[src/rtl/lldma_pkg.sv]
package lldma_pkg;
  localparam int unsigned DESC_WORDS = 8;
  localparam int unsigned WIDX_W     = $clog2(DESC_WORDS);

  localparam logic [5:0] OFF_GEN  = 6'h00;
  localparam logic [5:0] OFF_PORT = 6'h04;
  localparam logic [5:0] OFF_RD   = 6'h08;
  localparam logic [5:0] OFF_WR   = 6'h0C;
  localparam logic [5:0] OFF_SIZE = 6'h10;
  localparam logic [5:0] OFF_NEXT = 6'h14;
  localparam logic [5:0] OFF_CNT  = 6'h18;
  localparam logic [5:0] OFF_CTRL = 6'h1C;
  localparam logic [5:0] OFF_REM  = 6'h30;

  localparam int unsigned CTRL_EN     = 0;
  localparam int unsigned CTRL_LIST   = 4;
  localparam int unsigned CTRL_CANCEL = 20;

  localparam int unsigned GEN_INC_RD = 8;
  localparam int unsigned GEN_INC_WR = 12;

  typedef enum logic [1:0] {
    ST_IDLE  = 2'd0,
    ST_FETCH = 2'd1,
    ST_RUN   = 2'd2
  } eng_state_e;
endpackage

[src/rtl/lldma_fetch.sv]
module lldma_fetch
  import lldma_pkg::*;
#(
  parameter int unsigned AW = 32
) (
  input  logic              clk_i,
  input  logic              rst_ni,
  input  logic              start_i,
  input  logic [AW-1:0]     base_i,
  input  logic              cancel_i,
  input  logic              rvalid_i,
  output logic              req_o,
  output logic [AW-1:0]     addr_o,
  output logic              acc_o,
  output logic [WIDX_W-1:0] widx_o,
  output logic              last_o
);
  localparam logic [WIDX_W-1:0] LAST_IDX = WIDX_W'(DESC_WORDS - 1);

  logic              active_q;
  logic [WIDX_W-1:0] idx_q;
  logic [AW-1:0]     base_q;

  assign req_o  = active_q;
  assign addr_o = base_q + AW'({idx_q, 2'b00});
  assign acc_o  = active_q && rvalid_i && !cancel_i;
  assign widx_o = idx_q;
  assign last_o = acc_o && (idx_q == LAST_IDX);

  always_ff @(posedge clk_i or negedge rst_ni) begin
    if (!rst_ni) begin
      active_q <= 1'b0;
      idx_q    <= '0;
      base_q   <= '0;
    end else if (cancel_i) begin
      active_q <= 1'b0;
      idx_q    <= '0;
    end else if (start_i) begin
      active_q <= 1'b1;
      idx_q    <= '0;
      base_q   <= base_i;
    end else if (acc_o) begin
      idx_q <= idx_q + 1'b1;
      if (idx_q == LAST_IDX) active_q <= 1'b0;
    end
  end
endmodule

[src/rtl/lldma_count.sv]
module lldma_count #(
  parameter int unsigned SIZE_W = 24
) (
  input  logic              clk_i,
  input  logic              rst_ni,
  input  logic              load_i,
  input  logic [SIZE_W-1:0] size_i,
  input  logic [SIZE_W-1:0] beat_i,
  input  logic              cancel_i,
  output logic [SIZE_W-1:0] rem_o,
  output logic              run_o,
  output logic              step_o,
  output logic              fin_o
);
  localparam logic [SIZE_W-1:0] IDLE_VAL = '1;

  logic [SIZE_W-1:0] rem_q;
  logic              run_q;

  assign rem_o  = rem_q;
  assign run_o  = run_q;
  assign step_o = run_q && !cancel_i;
  // remaining+1 <= beat  <=>  remaining < beat
  assign fin_o  = step_o && (rem_q < beat_i);

  always_ff @(posedge clk_i or negedge rst_ni) begin
    if (!rst_ni) begin
      rem_q <= IDLE_VAL;
      run_q <= 1'b0;
    end else if (cancel_i) begin
      rem_q <= IDLE_VAL;
      run_q <= 1'b0;
    end else if (load_i) begin
      rem_q <= size_i;
      run_q <= 1'b1;
    end else if (fin_o) begin
      rem_q <= IDLE_VAL;
      run_q <= 1'b0;
    end else if (step_o) begin
      rem_q <= rem_q - beat_i;
    end
  end
endmodule

[src/rtl/lldma_chan.sv]
module lldma_chan
  import lldma_pkg::*;
#(
  parameter int unsigned AW        = 32,
  parameter int unsigned DW        = 32,
  parameter int unsigned CH_AW     = 6,
  parameter int unsigned SIZE_W    = 24,
  parameter int unsigned BUS_BYTES = 4,
  parameter int unsigned CNT_W     = 6
) (
  input  logic             clk_i,
  input  logic             rst_ni,
  input  logic             reg_we_i,
  input  logic [CH_AW-1:0] reg_addr_i,
  input  logic [DW-1:0]    reg_wdata_i,
  output logic [DW-1:0]    reg_rdata_o,
  output logic             mem_req_o,
  output logic [AW-1:0]    mem_addr_o,
  input  logic             mem_rvalid_i,
  input  logic [DW-1:0]    mem_rdata_i,
  output logic             evt_o,
  output logic             evt_load_o
);
  localparam int unsigned LOG_BUS = $clog2(BUS_BYTES);
  localparam logic [2:0]  LOG_BUS3 = 3'(LOG_BUS);

  eng_state_e state_q;

  logic [DW-1:0]     gen_q, port_q;
  logic [AW-1:0]     rd_q, wr_q, next_q;
  logic [SIZE_W-1:0] size_q;
  logic [CNT_W-1:0]  cnt_q;
  logic              en_q, lst_q, first_q;
  logic              evt_q, evt_load_q;

  logic              ctrl_wr, cancel, active, start, fetch_start;
  logic              f_acc, f_last;
  logic [WIDX_W-1:0] f_idx;
  logic [SIZE_W-1:0] rem_w, beat;
  logic              run_w, step_w, fin_w;
  logic [2:0]        lg_a, lg_ab;

  assign ctrl_wr = reg_we_i && (reg_addr_i == OFF_CTRL);
  assign cancel  = ctrl_wr && reg_wdata_i[CTRL_CANCEL];
  assign active  = (state_q != ST_IDLE);
  assign start   = ctrl_wr && !cancel && !active && reg_wdata_i[CTRL_EN] &&
                   reg_wdata_i[CTRL_LIST] && (next_q != '0);
  assign fetch_start = start || (fin_w && (next_q != '0));

  // beat size: narrowest of read width, write width, bus width
  assign lg_a  = (gen_q[2:0] < gen_q[6:4]) ? gen_q[2:0] : gen_q[6:4];
  assign lg_ab = (lg_a < LOG_BUS3) ? lg_a : LOG_BUS3;
  assign beat  = SIZE_W'(1) << lg_ab;

  lldma_fetch #(.AW(AW)) u_fetch (
    .clk_i    (clk_i),
    .rst_ni   (rst_ni),
    .start_i  (fetch_start),
    .base_i   (next_q),
    .cancel_i (cancel),
    .rvalid_i (mem_rvalid_i),
    .req_o    (mem_req_o),
    .addr_o   (mem_addr_o),
    .acc_o    (f_acc),
    .widx_o   (f_idx),
    .last_o   (f_last)
  );

  lldma_count #(.SIZE_W(SIZE_W)) u_count (
    .clk_i    (clk_i),
    .rst_ni   (rst_ni),
    .load_i   (f_last),
    .size_i   (size_q),
    .beat_i   (beat),
    .cancel_i (cancel),
    .rem_o    (rem_w),
    .run_o    (run_w),
    .step_o   (step_w),
    .fin_o    (fin_w)
  );

  always_ff @(posedge clk_i or negedge rst_ni) begin
    if (!rst_ni) begin
      state_q <= ST_IDLE;
    end else if (cancel) begin
      state_q <= ST_IDLE;
    end else begin
      unique case (state_q)
        ST_IDLE:  if (start)  state_q <= ST_FETCH;
        ST_FETCH: if (f_last) state_q <= ST_RUN;
        ST_RUN:   if (fin_w)  state_q <= (next_q != '0) ? ST_FETCH : ST_IDLE;
        default:  state_q <= ST_IDLE;
      endcase
    end
  end

  // working registers: software writes when idle, descriptor words when fetching
  always_ff @(posedge clk_i or negedge rst_ni) begin
    if (!rst_ni) begin
      gen_q  <= '0;
      port_q <= '0;
      rd_q   <= '0;
      wr_q   <= '0;
      size_q <= '0;
      next_q <= '0;
    end else if (f_acc) begin
      unique case (f_idx)
        3'd0: gen_q  <= mem_rdata_i;
        3'd1: port_q <= mem_rdata_i;
        3'd2: rd_q   <= AW'(mem_rdata_i);
        3'd3: wr_q   <= AW'(mem_rdata_i);
        3'd4: size_q <= mem_rdata_i[SIZE_W-1:0];
        3'd5: next_q <= AW'(mem_rdata_i);
        default: ;
      endcase
    end else if (step_w) begin
      if (gen_q[GEN_INC_RD]) rd_q <= rd_q + AW'(beat);
      if (gen_q[GEN_INC_WR]) wr_q <= wr_q + AW'(beat);
    end else if (reg_we_i && !active) begin
      unique case (reg_addr_i)
        OFF_GEN:  gen_q  <= reg_wdata_i;
        OFF_PORT: port_q <= reg_wdata_i;
        OFF_RD:   rd_q   <= AW'(reg_wdata_i);
        OFF_WR:   wr_q   <= AW'(reg_wdata_i);
        OFF_SIZE: size_q <= reg_wdata_i[SIZE_W-1:0];
        OFF_NEXT: next_q <= AW'(reg_wdata_i);
        default: ;
      endcase
    end
  end

  always_ff @(posedge clk_i or negedge rst_ni) begin
    if (!rst_ni) begin
      en_q       <= 1'b0;
      lst_q      <= 1'b0;
      first_q    <= 1'b0;
      evt_q      <= 1'b0;
      evt_load_q <= 1'b0;
      cnt_q      <= '0;
    end else begin
      evt_q      <= (f_last && first_q) || fin_w;
      evt_load_q <= f_last && first_q;
      if ((f_last && first_q) || fin_w) cnt_q <= cnt_q + 1'b1;
      if (cancel) begin
        en_q    <= 1'b0;
        lst_q   <= 1'b0;
        first_q <= 1'b0;
      end else if (start) begin
        en_q    <= 1'b1;
        lst_q   <= 1'b1;
        first_q <= 1'b1;
      end else begin
        if (f_last) first_q <= 1'b0;
        if (fin_w && (next_q == '0)) begin
          en_q  <= 1'b0;
          lst_q <= 1'b0;
        end
      end
    end
  end

  assign evt_o      = evt_q;
  assign evt_load_o = evt_load_q;

  always_comb begin
    reg_rdata_o = '0;
    unique case (reg_addr_i)
      OFF_GEN:  reg_rdata_o = gen_q;
      OFF_PORT: reg_rdata_o = port_q;
      OFF_RD:   reg_rdata_o = DW'(rd_q);
      OFF_WR:   reg_rdata_o = DW'(wr_q);
      OFF_SIZE: reg_rdata_o = DW'(size_q);
      OFF_NEXT: reg_rdata_o = DW'(next_q);
      OFF_CNT:  reg_rdata_o = DW'(cnt_q);
      OFF_CTRL: begin
        reg_rdata_o[CTRL_EN]   = en_q;
        reg_rdata_o[CTRL_LIST] = lst_q;
      end
      OFF_REM:  reg_rdata_o = DW'(rem_w);
      default:  reg_rdata_o = '0;
    endcase
  end
endmodule

[config.mk]
export PLATFORM = sky130hd
export DESIGN_NAME = lldma_chan
export DESIGN_NICKNAME = d
export VERILOG_FILES = /design/src/rtl/lldma_pkg.sv /design/src/rtl/lldma_fetch.sv /design/src/rtl/lldma_count.sv /design/src/rtl/lldma_chan.sv
export SDC_FILE = /design/constraint.sdc
export NUM_CORES = 1
export LEC_CHECK = 0
export ABC_AREA = 1
export BUFFER_PORTS_ARGS = -buffer_cell sky130_fd_sc_hd__buf_2
export CORE_AREA = 10 10 199 201
export DETAILED_ROUTE_END_ITERATION = 12
export DIE_AREA = 0 0 209 211
export PLACE_DENSITY = 0.8
export RECOVER_POWER = 25
export SLEW_MARGIN = 20
export SYNTH_ARGS = -nofsm -noshare
export SYNTH_HDL_FRONTEND = slang
export SYNTH_HIERARCHICAL = 1
export SYNTH_SLANG_ARGS = --single-unit
[constraint.sdc]
create_clock -name clk_i -period 4.43 [get_ports clk_i]
set_clock_uncertainty 0.15 [all_clocks]
set_input_delay 0.443 -clock clk_i [delete_from_list [all_inputs] [get_ports clk_i]]
set_output_delay 0.443 -clock clk_i [all_outputs]
set_load 0.02 [all_outputs]
# --- Word-level counts from Yosys, hierarchy flattened ---
# Index checks and enable logic that the tools add are counted.
word_totals:
  register_bits: 257
  inputBits: 74
  word_cells: 169
classes:
  add_sub_neg: 6
  n_lt_le_gt_ge: 3
  n_eq_ne: 28
  shifts: 1
  n_mux: 64
  bitwise: 1
  reduce_logical: 49
ops:
  columns: ["op", "n"]
  rows:
  - ["$mux 32", 27]
  - ["$mux 24", 9]
  - ["$pmux 27 s8", 1]
  - ["$add 32x24->32", 2]
  - ["$add 32x5->32", 1]
  - ["$logic_not 32->1", 1]
  - ["$reduce_bool 32->1", 1]
  - ["$eq 6x5->1 const B", 4]
  - ["$lt 24x24->1", 1]
  - ["$pmux 3 s8", 1]
  - ["$reduce_and 4->1", 6]
  - ["$reduce_bool 3->1", 8]
  - ["$shl 1x3->24 const A", 1]
  - ["$sub 24x24->24", 1]
  - ["$pmux 1 s9", 2]
  - ["$logic_and 1x1->1", 16]
  - ["$mux 3", 5]
  - ["$mux 1", 14]
  - ["$ne 2x2->1 const B", 7]
  - ["$eq 6x4->1 const B", 2]
  - ["$reduce_bool 2->1", 6]
  - ["$eq 3x3->1 const B", 3]
  - ["$ne 3x2->1 const B", 3]
  - ["$mux 2", 4]
  - ["21 further kinds", 26]

# --- Depth between registers and ports, before layout ---
# Gate-level depths: netlist (run 1).
logic_depth:
  word_depth: 12
  ltp_mapped: 24
  ltp_nobuf: 24

# --- Hierarchy ---
# The synthesis (run 1) kept the hierarchy.
by_module_without_submodules:
  columns: ["mod", "instances", "cells_each", "area_each_um2", "seq_area_each_um2"]
  rows:
  - ["lldma_chan", 1, 1859, 12655.9, 4904.7]
  - ["lldma_count", 1, 568, 3226.8, 655.6]
  - ["lldma_fetch", 1, 293, 2341.0, 900.9]

# --- Least setup slack after synthesis (run 1) ---
# No wires, ideal clock.
synth_path:
  kind: "register to register"
  start: "register gen_q[2]"
  end: "register u_fetch.base_q[0]"
  t_arrival_ns: 3.378
  setup_slack_ns: 0.777
  path_stages_with_launch: 22
  cell_sequence: "dfrtp_1 ha_1 a21oi_1 nand2_1 o21a_1 inv_1 nor2_1 ha_1 fa_1 inv_1 nand2_1 nand2_1 nand3b_1 nand2_2 nand2_2 nand4_4 inv_2 inv_1 a21oi_1 nand2_1 buf_2 mux2_2"
synth_via:
  elab_chain_cells: 10
synth_rtl:
  columns: ["item", "line_no", "text"]
  rows:
  - ["start, declared", "lldma_chan.sv:29", "logic [DW-1:0] gen_q, port_q;"]
  - ["start signal, assigned", "lldma_chan.sv:108", "3'd0: gen_q <= mem_rdata_i;"]
  - ["start signal, assigned", "lldma_chan.sv:121", "OFF_GEN: gen_q <= reg_wdata_i;"]
  - ["$lt 3x3->1", "lldma_chan.sv:51", "assign lg_a = (gen_q[2:0] < gen_q[6:4]) ? gen_q[2:0] : gen_q[6:4];"]
  - ["$mux 3 (*)", "lldma_chan.sv:51", null]
  - ["$lt 3x2->1", "lldma_chan.sv:52", "assign lg_ab = (lg_a < LOG_BUS3) ? lg_a : LOG_BUS3;"]
  - ["$mux 3 (*)", "lldma_chan.sv:52", null]
  - ["$shl 1x3->24 (*)", "lldma_chan.sv:53", "assign beat = SIZE_W'(1) << lg_ab;"]
  - ["net beat[2]", "lldma_chan.sv:39", "logic [SIZE_W-1:0] rem_w, beat;"]
  - ["$lt 24x24->1 (*)", "lldma_count.sv:24", "assign fin_o = step_o && (rem_q < beat_i);"]
  - ["$logic_and 1x1->1 (*)", "lldma_count.sv:24", null]
  - ["net fin_w", "lldma_chan.sv:40", "logic run_w, step_w, fin_w;"]
  - ["$logic_and 1x1->1 (*)", "lldma_chan.sv:48", "assign fetch_start = start || (fin_w && (next_q != '0));"]
  - ["$logic_or 1x1->1 (*)", "lldma_chan.sv:48", null]
  - ["net fetch_start", "lldma_chan.sv:36", "logic ctrl_wr, cancel, active, start, fetch_start;"]
  - ["$reduce_and 2->1 (no source line) (*)", null, null]
  - ["end signal, assigned", "lldma_fetch.sv:41", "base_q <= base_i;"]
  - ["end, declared", "lldma_fetch.sv:22", "logic [AW-1:0] base_q;"]
# The timed path passes the listed nets; every way through them passes the cells marked *.
# A chain may end at the register's enable or synchronous reset.

# --- Worst setup path after layout (run 1) ---
layout_path:
  start: "register gen_q[6]"
  end: "register u_fetch.base_q[21]"
# The elaborated chain is that of the path after synthesis.

==> results.tsv, run 1 <==
stage	metric	value	unit
run_status	outcome	finished with violations	
run_status	failing checks	capacitance limit, slew limit	
route	DR WL/cell	19.4	um
die	Rows	69	
grt	first-pass GRT wire length	101000	um
layout	Nets	2987	
logic_synthesis	Syn Inst Count	2720	
grt	routing usage on met3	4.79	%
clock_tree	Num CTS Buffers	28	
clock_tree	CTS tree	built	
logic_synthesis	Synth Area per Inst	6.70	um^2
layout	share of post-route cells with drive strength above 1	11.5	%
logic_synthesis	Synth top area share	32.0	%
logic_synthesis	sequential area share after synthesis	35.5	%
clock_tree	# H-tree levels	1	
route	1st-pass router iterations	6	
worst_setup_path	Worst R2R Start	gen_q[6]	
placed_design	gpl congestion	1.01	
worst_setup_path	Critical Path Source Type	flop	
worst_setup_path	slowest CP cell	dfrtp_1	
sta	final max-slew violation count	116	
sta	Tmin final	4130	ps
clock_tree	Root Buffer Master	clkbuf_16	
placed_design	IO Port Bufs	140	
worst_setup_path	CP cell instances	inv_1 -> ha_1 -> a21oi_1 -> nand2_1 -> a21oi_1 -> o21a_1 -> inv_1 -> nor2_1 -> ha_1 -> fa_1 -> inv_1 -> nand2_1 -> nand2_1 -> nand3b_1 -> nand2_2 -> nand2_2 -> nand4_4 -> inv_2 -> inv_1 -> a21oi_1 -> nand2_1 -> buf_12 -> mux2_2	
route	Iter 0 DRT Violations	2264	
worst_setup_path	max incr delay on CP	390	ps
logic_synthesis	Post-synth top cells	nand2_1, inv_1, nor2_1	
route	total number of vias	19200	
grt	met1 Track Usage GR	37.9	%
worst_setup_path	Buffers & Inverters on Critical Path	6	
worst_setup_path	Crit Path Class	reg -> reg	
route	DRC	0	
sta	setup TNS	0	ps
power_and_ir_drop	Pwr Density	739	nW/um^2
grt	GRT Total Usage	28.3	%
clock_tree	# resized after CTS	0	
grt	grt met2 use	45.1	%
worst_setup_path	crit path max fanout	41	
logic_synthesis	Top FF cell, synth	dfrtp_1	
layout	final core occ	57.7	%
die	CORE AREA	35400	um^2
logic_synthesis	synthesized flop and latch total	257	
worst_setup_path	Worst setup EP type	flop	
logic_synthesis	Yosys warnings	6	
layout	FILL cells	3408	
logic_synthesis	largest area contributor in the synthesized netlist	dfrtp_1	
placed_design	Cells after DPL	3290	
clock_tree	Sink Count	257	
worst_setup_path	Worst R2R End	u_fetch/base_q[21]	
sta	Slew HR	-99.8	%
die	I/O Pins	141	
worst_setup_path	R2R Setup Slk	300	ps
layout	Post-Layout Cell Count	3342	
worst_setup_path	Data arrival, critical path	4410	ps
route	drt total wl	64900	um
layout	multi-input logic area	9970	um^2
layout	area grow syn2layout	12.0	%
clock_tree	clock-pin slew on the worst setup and hold paths	60	ps
logic_synthesis	Unique masters post-synth	53	
grt	gr busiest metal	met2	
logic_synthesis	Post-synth EDFFs	0	
sta	Final period util	93.1	%
worst_setup_path	end of the critical path	u_fetch/base_q[21]	
worst_hold_path	Worst Hold Path Cells	3	
placed_design	placed instance area	19500	um^2
logic_synthesis	share of flip-flops with an asynchronous set or reset	100	%
sta	RSZ-0062 raised after global routing	no	
die	die area	44100	um^2
worst_setup_path	CP startpoint	gen_q[6]	
clock_tree	CTS Buffer Depth	3	
die	Die Span Y	211	um
grt	vias in the first global route	18100	
sta	Setup-failing EPs final	0	
sta	worst-margin pin slew	3000	ps
route	post-route ant nets	0	
grt	initial antenna violation count	0	
die	Initial Utilization	51.5	%
power_and_ir_drop	Lkg Pwr	10.6	nW
flow_run	max-cap viol count	1	
worst_hold_path	hold crit path type	in -> reg	
logic_synthesis	most common cell in the netlist	nand2_1	
layout	post-route cell area	20400	um^2
grt	maximum number of pins on one net before global-route repair	116	
layout	diode count	0	
placed_design	DP Wirelength	48900	um
power_and_ir_drop	peak supply drop	435	uV
clock_tree	Clk Latency, worst-skew pair	550	ps
worst_setup_path	R2R depth	23	
logic_synthesis	Cell Area, Synth	18200	um^2
sta	FMAX	242	MHz
worst_setup_path	stages on the worst setup path	23	
worst_setup_path	critical path's top delay family	simple AND/OR/NAND/NOR gates	
layout	register area	6460	um^2
grt	global route total overflow	0	
worst_setup_path	CP required	4720	ps
die	Die Span X	209	um
route	Vias/cell	5.76	
logic_synthesis	Synth area leaders	dfrtp_1, nand2_1, inv_1, nor2_1, nand3_1	
sta	final hold vios	0	
==> how the worst min path moves through the flow <==
stage                      startpoint           endpoint  slack [ps]
finish                 mem_rdata_i[2]            wr_q[2]          50
floorplan                      rst_ni           cnt_q[0]          -3
detailed placement  u_count/rem_o[16]  u_count/rem_o[16]         330
global route           mem_rdata_i[2]            wr_q[2]          70
global placement    u_count/rem_o[14]  u_count/rem_o[14]         320
CTS                    mem_rdata_i[2]            wr_q[2]          40
==> cells by family (layout without fill, tap and decap cells) <==
group | count (synthesis) | in the layout | share of synthesized area (%)
AO/OA/AOI/OAI | 434 | 434 | 14.3
XOR/XNOR | 26 | 26 | 1.25
adder cells (fa/ha/maj) | 53 | 53 | 3.80
buffers and inverters | 478 | 609 | 10.5
flip-flops | 257 | 257 | 35.5
multiplexers | 32 | 32 | 1.97
other | 1 | 31 | 0.0206
AND/OR/NAND/NOR | 1439 | 1439 | 32.7
==> state kept, by name, summed over array words and instances (netlist names) <==
register	flops
gen_q	32
next_q	32
port_q	32
rd_q	32
u_fetch/base_q	32
wr_q	32
size_q	24
u_count/rem_o	24
cnt_q	6
u_fetch/widx_o	3
state_q	2
evt_load_o	1
evt_o	1
first_q	1
lst_q	1
u_count/run_o	1
u_fetch/req_o	1
==> where the power goes <==
part | leakage (nW) | total, mW | switching [mW] | internal [mW]
registers | 2.96 | 5.02 | 1.43 | 3.59
clock network | 0.467 | 2.46 | 1.03 | 1.44
logic | 7.17 | 7.61 | 5.03 | 2.58
==> layout by cell type, fill, tap and decap left out, types with 41 or more instances in the layout <==
cell / netlist / routed
o22ai_1: 46 / 46
nand3_1: 146 / 146
buf_2: 37 / 137
ha_1: 49 / 49
o21ai_1: 41 / 41
a31oi_1: 69 / 69
nor2_1: 325 / 324
inv_1: 373 / 372
nand2_1: 849 / 849
dfrtp_1: 233 / 233
a21oi_1: 103 / 103
o21ai_0: 94 / 94
==> metal layers <==
| metal | routed length (um) | vias up | share of wire, % |
|---|---|---|---|
| met4 | 2520 | 0 | 3.9 |
| li1 | - | 9029 | - |
| met3 | 6250 | 146 | 9.6 |
| met5 | 0 | - | 0 |
| met2 | 29300 | 1020 | 45 |
| met1 | 26700 | 9053 | 41 |
==> area by class of cell <==
class	instances	share of cell area (%)
tap	461	2.82
clock inverter	14	0.778
sequential	257	31.6
multi-input combinational	2015	48.8
timing repair buffer	172	4.91
clock buffer	37	3.90
inverter	386	7.10
==> metrics by stage <==
step                      worst slack [ps]  hold WS, ps  power (mW)
after CTS                              438         38.8        14.9
after global placement                 591          319        12.2
after floorplan                        777        -2.59        9.98
final                                  304         49.8        15.1
after detailed placement               489          330        12.4
after global routing                  76.7         65.7        16.2
==> tightest hold or removal path, delay by kind of cell <==
kind / cells / cell delay (ps)
buf+inv: 1 / 100
compound gates: 1 / 80
simple gates: 1 / 90
==> timing repair <==
action,in CTS,in global routing
hold buffers,1,0
buffers inserted,0,0
hold endpoints to repair,100,0
No activity file was read; power rests on OpenSTA's default activity.
==> run 2: changes to the inputs <==
REMOVE_ABC_BUFFERS = 1   (was unset)
==> run 2 against run 1 <==
  * The flow still finishes with violations (capacitance limit, slew limit)
  * Combinational power is essentially flat
  * Design area grew 0.77%
  * Power grew 2.3%
  * Clock power grew 15%
  * Non-clock buffer count is the same
  * Flip-flop and latch count is the same
  * Sequential share of layout area shrank 0.24 points
  * Clock-buffer cell count shrank 5
  * First-iteration DRC count shrank 0.66%
  * Hold slack lost 40 ps
  * Critical endpoint is now u_fetch/base_q[26]
  * Largest cell class unchanged
  * Largest power group unchanged
==> results.tsv, run 2 (synthesis gave the netlist of run 1 again) <==
stage	metric	value	unit	change
clock_tree	# H-tree levels	1		unchanged
route	DRC	0		unchanged
sta	Tmin final	4180	ps	was 4130 ps
route	post-route ant nets	0		unchanged
die	Rows	69		unchanged
worst_setup_path	R2R Setup Slk	250	ps	was 300 ps
sta	Setup-failing EPs final	0		unchanged
grt	initial antenna violation count	0		unchanged
layout	final core occ	58.1	%	was 57.7%
layout	register area	6460	um^2	unchanged
clock_tree	Num CTS Buffers	28		unchanged
sta	Final period util	94.4	%	was 93.1%
clock_tree	Root Buffer Master	clkbuf_16		unchanged
sta	setup TNS	0	ps	unchanged
route	Vias/cell	5.72		was 5.76
layout	area grow syn2layout	12.9	%	was 12.0%
worst_hold_path	min-delay src	reg_wdata_i[1]		was mem_rdata_i[2]
route	WL met2	30000	um	was 29300 um
route	DR WL/cell	19.3	um	was 19.4 um
placed_design	Cells after DPL	3290		unchanged
worst_setup_path	Buffers & Inverters on Critical Path	5		was 6
grt	vias in the first global route	18800		was 18100
layout	FILL cells	3339		was 3408
clock_tree	Sink Count	257		unchanged
grt	maximum number of pins on one net before global-route repair	123		was 116
die	die area	44100	um^2	unchanged
route	drt total wl	64600	um	was 64900 um
worst_setup_path	Worst R2R Start	gen_q[2]		was gen_q[6]
worst_setup_path	Crit Path Class	reg -> reg		unchanged
power_and_ir_drop	peak supply drop	473	uV	was 435 uV
worst_setup_path	Critical Path Source Type	flop		unchanged
layout	diode count	0		unchanged
worst_setup_path	Worst setup EP type	flop		unchanged
placed_design	gpl congestion	1.02		was 1.01
route	1st-pass router iterations	7		was 6
die	I/O Pins	141		unchanged
grt	first-pass GRT wire length	102000	um	was 101000 um
grt	global route total overflow	0		unchanged
worst_hold_path	Worst Hold Path Cells	3		unchanged
power_and_ir_drop	Pwr Density	750	nW/um^2	was 739 nW/um^2
layout	Nets	2987		unchanged
clock_tree	clock-pin slew on the worst setup and hold paths	70	ps	was 60 ps
worst_setup_path	CP cell instances	ha_1 -> a21oi_1 -> nand2_1 -> o21a_1 -> inv_1 -> nor2_2 -> ha_1 -> fa_1 -> inv_1 -> nand2_1 -> nand2_1 -> nand3b_1 -> nand2_2 -> nand2_2 -> nand4_4 -> inv_2 -> inv_1 -> a21oi_1 -> nand2_1 -> buf_12 -> mux2_2		was inv_1 -> ha_1 -> a21oi_1 -> nand2_1 -> a21oi_1 -> o21a_1 -> inv_1 -> nor2_1 -> ha_1 -> fa_1 -> inv_1 -> nand2_1 -> nand2_1 -> nand3b_1 -> nand2_2 -> nand2_2 -> nand4_4 -> inv_2 -> inv_1 -> a21oi_1 -> nand2_1 -> buf_12 -> mux2_2
die	Initial Utilization	51.5	%	unchanged
placed_design	IO Port Bufs	140		unchanged
sta	RSZ-0062 raised after global routing	no		unchanged
route	wire length on met3	6280	um	was 6250 um
flow_run	max-cap viol count	1		unchanged
worst_setup_path	CP dominant cell by count	nand2_1		
sta	final hold vios	0		unchanged
sta	final hold slack	9.45	ps	was 49.8 ps
worst_setup_path	crit path max fanout	38		was 41
worst_setup_path	slowest CP cell	fa_1		was dfrtp_1
die	CORE AREA	35400	um^2	unchanged
route	wl on met1	25500	um	was 26700 um
layout	multi-input logic area	9980	um^2	was 9970 um^2
die	Die Span Y	211	um	unchanged
worst_hold_path	Worst Hold Endpoint	port_q[1]		was wr_q[2]
grt	GRT Total Usage	28.5	%	was 28.3%
layout	share of post-route cells with drive strength above 1	11.6	%	was 11.5%
layout	Post-Layout Cell Count	3343		was 3342
worst_setup_path	CP required	4720	ps	about the same
worst_setup_path	max incr delay on CP	420	ps	was 390 ps
worst_setup_path	Worst R2R End	u_fetch/base_q[26]		was u_fetch/base_q[21]
die	Die Span X	209	um	unchanged
clock_tree	CTS Buffer Depth	3		unchanged
worst_hold_path	hold crit path type	in -> reg		unchanged
route	Top Metal Used	met4		unchanged
run_status	outcome	finished with violations		unchanged
worst_setup_path	R2R depth	21		was 23
clock_tree	Clk Latency, worst-skew pair	570	ps	was 550 ps
worst_setup_path	Data arrival, critical path	4470	ps	was 4410 ps
placed_design	DP Wirelength	48300	um	was 48900 um
sta	FMAX	239	MHz	was 242 MHz
route	total number of vias	19100		was 19200
sta	worst-margin pin slew	3260	ps	was 3000 ps
sta	final max-slew violation count	122		was 116
power_and_ir_drop	Lkg Pwr	10.7	nW	was 10.6 nW
route	Iter 0 DRT Violations	2249		was 2264
run_status	failing checks	capacitance limit, slew limit		unchanged
clock_tree	CTS tree	built		unchanged
layout	most common library cell in the layout ignoring fill and taps	nand2_1		unchanged
sta	Slew HR	-118	%	was -99.8%
layout	most frequent cells in the layout	nand2_1, inv_1, nor2_1		unchanged
worst_setup_path	critical path's top delay family	simple AND/OR/NAND/NOR gates		unchanged
clock_tree	Post-CTS Setup Inserts	0		unchanged
-- run 2: worst max-delay path by stage --
stage | start | endpoint | slack [ps] | cells past startpoint
4_1_cts | gen_q[6] | u_fetch/base_q[26] | 280 | 22
2_1_floorplan | reg_addr_i[4] | wr_q[1] | -1880 | 16
6_report | gen_q[2] | u_fetch/base_q[26] | 250 | 21
5_1_grt | gen_q[6] | u_fetch/base_q[19] | 9 | 22
3_3_place_gp | reg_addr_i[2] | rd_q[20] | 310 | 16
3_5_place_dp | reg_addr_i[4] | rd_q[30] | 160 | 16
-- run 2: worst reg2reg max path: stages, from the launching register on --
cell and delay [ps]:
dfrtp_1 400, ha_1 320, a21oi_1 150, nand2_1 110, o21a_1 200, inv_1 150, nor2_2 110, ha_1 250
fa_1 420, inv_1 130, nand2_1 90, nand2_1 70, nand3b_1 90, nand2_2 120, nand2_2 80, nand4_4 90
inv_2 40, inv_1 110, a21oi_1 110, nand2_1 240, buf_12 240, mux2_2 400
-- run 2: repair_timing --
item                                    in CTS  in global routing
hold buffers                                 1                  0
endpoints found under the setup margin       0                 22
gates resized for setup                      0                  1
hold endpoints to repair                   101                  0
-- run 2: metal layers --
layer | GRT usage [%] | up-vias
met4 | 11.7 | 0
met2 | 47.2 | 999
met5 | 0 | -
li1 | - | 9043
met1 | 36.7 | 8911
met3 | 4.15 | 185
-- run 2: power by group --
group	total, mW	internal (mW)	switching, mW
Sequential	4.99	3.59	1.40
Combinational	7.62	2.59	5.03
Clock	2.82	1.77	1.05
-- run 2: area by class of cell --
class | count | area share, %
Inverter | 386 | 7.04
Sequential cell | 257 | 31.4
Multi-Input combinational cell | 2015 | 48.5
Clock inverter | 20 | 1.68
Tap cell | 461 | 2.80
Timing Repair Buffer | 172 | 4.86
Clock buffer | 32 | 3.73
-- run 2: through the flow --
| step | cell area (um^2) | power [mW] | setup slack (ps) |
|---|---|---|---|
| after CTS | 20600 | 15.3 | 284 |
| after detailed placement | 19500 | 12.4 | 158 |
| after global routing | 20600 | 16.6 | 8.80 |
| after global placement | 19500 | 12.1 | 305 |
| final | 20600 | 15.4 | 249 |
| after floorplan | 17900 | 9.84 | -1880 |
